## config.mk

```make
export PLATFORM = sky130hd
export DESIGN_NAME = pe_status_gen
export DESIGN_NICKNAME = d
export VERILOG_FILES = /design/src/rtl/pe_status_gen.sv
export SDC_FILE = /design/constraint.sdc
export NUM_CORES = 1
export LEC_CHECK = 0
export BUFFER_PORTS_ARGS = -buffer_cell sky130_fd_sc_hd__buf_2
export CAP_MARGIN = 10
export CELL_PAD_IN_SITES_DETAIL_PLACEMENT = 1
export CELL_PAD_IN_SITES_GLOBAL_PLACEMENT = 1
export CORE_UTILIZATION = 12
export DETAILED_ROUTE_END_ITERATION = 12
export GPL_ROUTABILITY_DRIVEN = 0
export HOLD_SLACK_MARGIN = 0.03
export PLACE_DENSITY_LB_ADDON = 0.1
export RECOVER_POWER = 100
export SLEW_MARGIN = 30
export SYNTH_ARGS = -nofsm -noshare
export SYNTH_HDL_FRONTEND = slang
export SYNTH_SLANG_ARGS = --single-unit
```

## constraint.sdc

```tcl
create_clock -name clk -period 0.8 [get_ports clk]
set_input_delay 0.04 -clock clk [delete_from_list [all_inputs] [get_ports clk]]
set_output_delay 0.04 -clock clk [all_outputs]
set_load 0.05 [all_outputs]
```

## src/rtl/pe_status_gen.sv

```systemverilog
module pe_status_gen #(
  parameter int W = 8
) (
  input  logic         clk,
  input  logic         rst_n,
  input  logic         busy,
  input  logic         erase_op,
  input  logic         addr_hit,
  input  logic [W-1:0] last_byte,
  input  logic [W-1:0] array_data,
  input  logic         ce_n,
  input  logic         oe_n,
  output logic [W-1:0] dout,
  output logic         dout_en,
  output logic         rb_pull
);
  localparam int PB = W - 1;
  localparam int TB = W - 2;

  logic acc, prev_idle, tgl, poll;
  logic [W-1:0] status;

  assign acc = rst_n & ~ce_n & ~oe_n;

  always_ff @(posedge clk or negedge rst_n)
    if (!rst_n) begin
      prev_idle <= 1'b1;
      tgl       <= 1'b0;
    end else begin
      prev_idle <= ~acc;
      if (busy && acc && prev_idle) tgl <= ~tgl;
    end

  always_comb begin
    if (erase_op)      poll = 1'b0;
    else if (addr_hit) poll = ~last_byte[PB];
    else               poll = array_data[PB];
    status     = array_data;
    status[PB] = poll;
    status[TB] = tgl;
  end

  assign dout    = !acc ? '0 : (busy ? status : array_data);
  assign dout_en = acc;
  assign rb_pull = rst_n & busy;
endmodule


```

==> impl_summary.log <==
INFO  metric post-route-drc-count = 0
INFO  metric fp.dieW = 40.9 um
INFO  metric power.share.combinational = 46.8%
INFO  metric worstMarginPinSlew = 0.271 ns
INFO  metric track_usage = 10.8%
INFO  metric wire_per_inst = 12.1 um
INFO  metric synth_largest_area_cell = sky130_fd_sc_hd__and2_2
INFO  metric crit_required = 0.76 ns
INFO  metric worst_hold_path_type = in -> reg
INFO  metric cts.htree.levels = 1
INFO  metric first_pass_grt_wire_length = 1.06 mm
INFO  metric max_clock_freq = 0.958 GHz
INFO  metric share_seq_of_total_power = 20.0%
INFO  metric cts_sink_count = 2
INFO  metric initial_antenna_violation_count = 0
INFO  metric worst_ir_drop_vdd = 0.696 mV
INFO  metric grt-ovfl-total = 0
INFO  metric clock_latency_reported_for_the_late_side_of_the_worst_skew_pair = 0.23 ns
INFO  metric clk_transition_reported_paths = 0.04 ns
INFO  metric grt_start_max_net_pins = 7
INFO  metric top_level_ports = 33
INFO  metric fin_crit_sh = 131%
INFO  metric post-place-cells = 64
INFO  metric initial_drt_markers = 5
INFO  metric drt_pre_antenna_iters = 2
INFO  metric worstPathArrival = 1.00 ns
INFO  metric critical-path-top-delay-family = flip-flops
INFO  metric timing.critical_path.from_type = flip-flop
INFO  metric synthesis.area = 181 um^2
INFO  metric total_leakage_power = 0.266 nW
INFO  metric area_delta_synth_final = 209%
INFO  metric initial_core_utilization = 13.4%
INFO  metric tritoncts.num_buffers = 3
INFO  metric power_report.internal_total = 0.000508 W
INFO  metric worstPathMaxFanout = 2
INFO  metric placement.setup.worst_slack = -0.192 ns
INFO  metric crit_chain = mux2i_2, nor2_4, buf_8
INFO  metric report.power.total = 0.000747 W
INFO  metric layout_min_cycle_time = 1.04 ns
INFO  metric timing.slew.headroom = 81.7%
INFO  metric timing.final.max_slew_violations = 0
INFO  metric std_cell_rows = 13
INFO  metric syn_avg_cell_area = 9.55 um^2
INFO  metric antenna_left = 0
INFO  metric finalClockSkew = 0.00885 ns
INFO  metric timing.setup.critical_path_class = reg -> out
INFO  metric netSwitchingFraction = 31.9%
INFO  metric crit_path_end_kind = primary output
INFO  metric synth-seq-cells = 2
INFO  metric timing.hold.ws = 0.250 ns
INFO  metric design_area = 561 um^2
INFO  metric numPortBuffers = 25
INFO  metric cts_tree = built
INFO  metric filler_cell_count = 153
INFO  metric synthesis.instances = 19
INFO  metric final_cell_count_no_fill = 71
INFO  metric area_enclosed_by_the_die_boundary = 1670 um^2
INFO  metric rsz_0062_raised_after_global_routing = yes
INFO  metric failed_checks = negative setup slack
INFO  metric post_dp_cell_area = 378 um^2
INFO  metric clkPwrFrac = 33.2%
INFO  metric dieHeight = 40.9 um
INFO  metric timing.final.ws_setup = -0.244 ns
INFO  metric report.final.setup_viol = 10
INFO  metric fraction_of_post_synthesis_cell_area_in_the_top_cell_type_by_area = 24.8%
INFO  metric cts_root_buf = sky130_fd_sc_hd__clkbuf_4
INFO  metric total_detailed_routing_wirelength = 856 um
INFO  metric number_of_distinct_library_cell_variants_in_the_gate_level_netlist_after_synthesis = 13
INFO  metric total_switching_power = 0.000239 W
INFO  metric vias_per_cell = 3.99
INFO  metric critical-path-max-stage-delay = 0.38 ns
INFO  metric grt_pass1_vias = 272
INFO  metric dp_hpwl = 580 um
INFO  metric timing.max_cap.violations = 0
INFO  metric coreArea = 1350 um^2
INFO  metric synth_nets = 42
INFO  metric seq_area_frac_synth = 28.3%
INFO  metric worst_path_max_delay_cell = sky130_fd_sc_hd__dfrtp_1
INFO  metric drive_above_1_share = 89.3%
INFO  metric dr_total_vias = 283
INFO  metric cp.buffers_inverters = 1
INFO  metric cts_max_path_buffers = 2
INFO  metric synth_top_area_cells = sky130_fd_sc_hd__and2_2, sky130_fd_sc_hd__dfstp_2, sky130_fd_sc_hd__dfrtp_1
INFO  metric total_inserted_antenna_cells = 0
INFO  metric synth.yosys.warnings = 0
INFO  metric timing.final.hold_violations = 0
INFO  metric run_status = finished, violations left
INFO  metric nets = 80
INFO  metric power-per-cell-area = 1330 nW/um^2
-- power groups by stage --
| stage | Clock [W] | Combinational (W) | Sequential (W) |
|---|---|---|---|
| global placement | 0 | 0.000251 | 0.000148 |
| CTS | 0.000267 | 0.000339 | 0.000149 |
| floorplan | 0 | 0.000134 | 0.000147 |
| global route | 0.000282 | 0.000371 | 0.000155 |
| finish | 0.000248 | 0.000349 | 0.000149 |
| detailed placement | 0 | 0.000252 | 0.000148 |
-- cell usage after synthesis --
library cell / number
sky130_fd_sc_hd__and2_1: 1
sky130_fd_sc_hd__nor3b_4: 1
sky130_fd_sc_hd__mux2i_1: 1
sky130_fd_sc_hd__and2_2: 6
sky130_fd_sc_hd__nor4bb_1: 1
sky130_fd_sc_hd__nand3_2: 1
sky130_fd_sc_hd__dfrtp_1: 1
sky130_fd_sc_hd__xnor2_1: 1
sky130_fd_sc_hd__inv_1: 1
sky130_fd_sc_hd__o21ai_0: 1
sky130_fd_sc_hd__dfstp_2: 1
sky130_fd_sc_hd__a21oi_1: 1
sky130_fd_sc_hd__nor2_1: 2
-- cell families after synthesis --
family | count (synthesis) | synth area share (%)
mux | 1 | 5.52
buf+inv | 1 | 2.07
compound gates | 2 | 5.51
flops | 2 | 28.3
simple gates | 12 | 53.8
xor+xnor | 1 | 4.83
-- worst paths after layout --
path                           start        end  slack [ns]  cells after the start
hold / removal                  busy        tgl        0.25                      4
hold reg to reg            prev_idle        tgl        0.51                      2
setup / recovery                 tgl    dout[6]       -0.24                      3
setup reg to reg           prev_idle        tgl       -0.02                      2
min in group asynchronous      rst_n        tgl        0.28                      3
max in group asynchronous      rst_n  prev_idle        0.30                      3
-- routing by layer --
metal	global-route usage [%]	wire (um)	vias to the layer above
met5	0	0	-
li1	-	-	136
met3	0	58	0
met4	10.0	0	0
met1	7.14	229	133
met2	24.2	568	14
-- layout by cell type (no fill, tap or decap), types with 2 or more instances in the layout --
cell,instances
sky130_fd_sc_hd__nor2_4,2
sky130_fd_sc_hd__buf_6,6
sky130_fd_sc_hd__buf_2,12
sky130_fd_sc_hd__and2_4,6
sky130_fd_sc_hd__clkbuf_4,4
sky130_fd_sc_hd__buf_8,8
sky130_fd_sc_hd__clkbuf_1,2
sky130_fd_sc_hd__buf_4,3
-- worst register-to-register path: cells and delay by family, from the launching register on --
family        cells  cell delay (ns)
flops             1             0.51
xor+xnor          1             0.13
simple gates      1             0.07
-- final cells by class --
class,count,area [um^2],area share [%]
Multi-Input combinational cell,16,164,29.2
Clock buffer,4,26.3,4.69
Tap cell,15,18.8,3.35
Inverter,1,3.75,0.670
Sequential cell,2,51.3,9.15
Timing Repair Buffer,33,297,52.9
-- sequential cells by signal, summed over array words and instances (netlist names) --
register,flops
prev_idle,1
tgl,1
-- per-stage QoR --
| step | util [%] | setup TNS (ns) |
|---|---|---|
| after floorplan | - | -3.05 |
| after global placement | 28.0 | -1.30 |
| after detailed placement | 28.0 | -1.67 |
| after CTS | 39.7 | -0.339 |
| after global routing | 41.5 | -1.36 |
| final | 41.5 | -0.704 |
-- what timing repair did --
item,4_1_cts,5_1_grt
resized for setup,33,8
cloned,0,0
endpoints found under the hold margin,2,0
buffers inserted,3,0
pin swaps,4,5
endpoints found under the setup margin,10,10
hold buffers,1,0
Power figures use the tool's default switching activity.
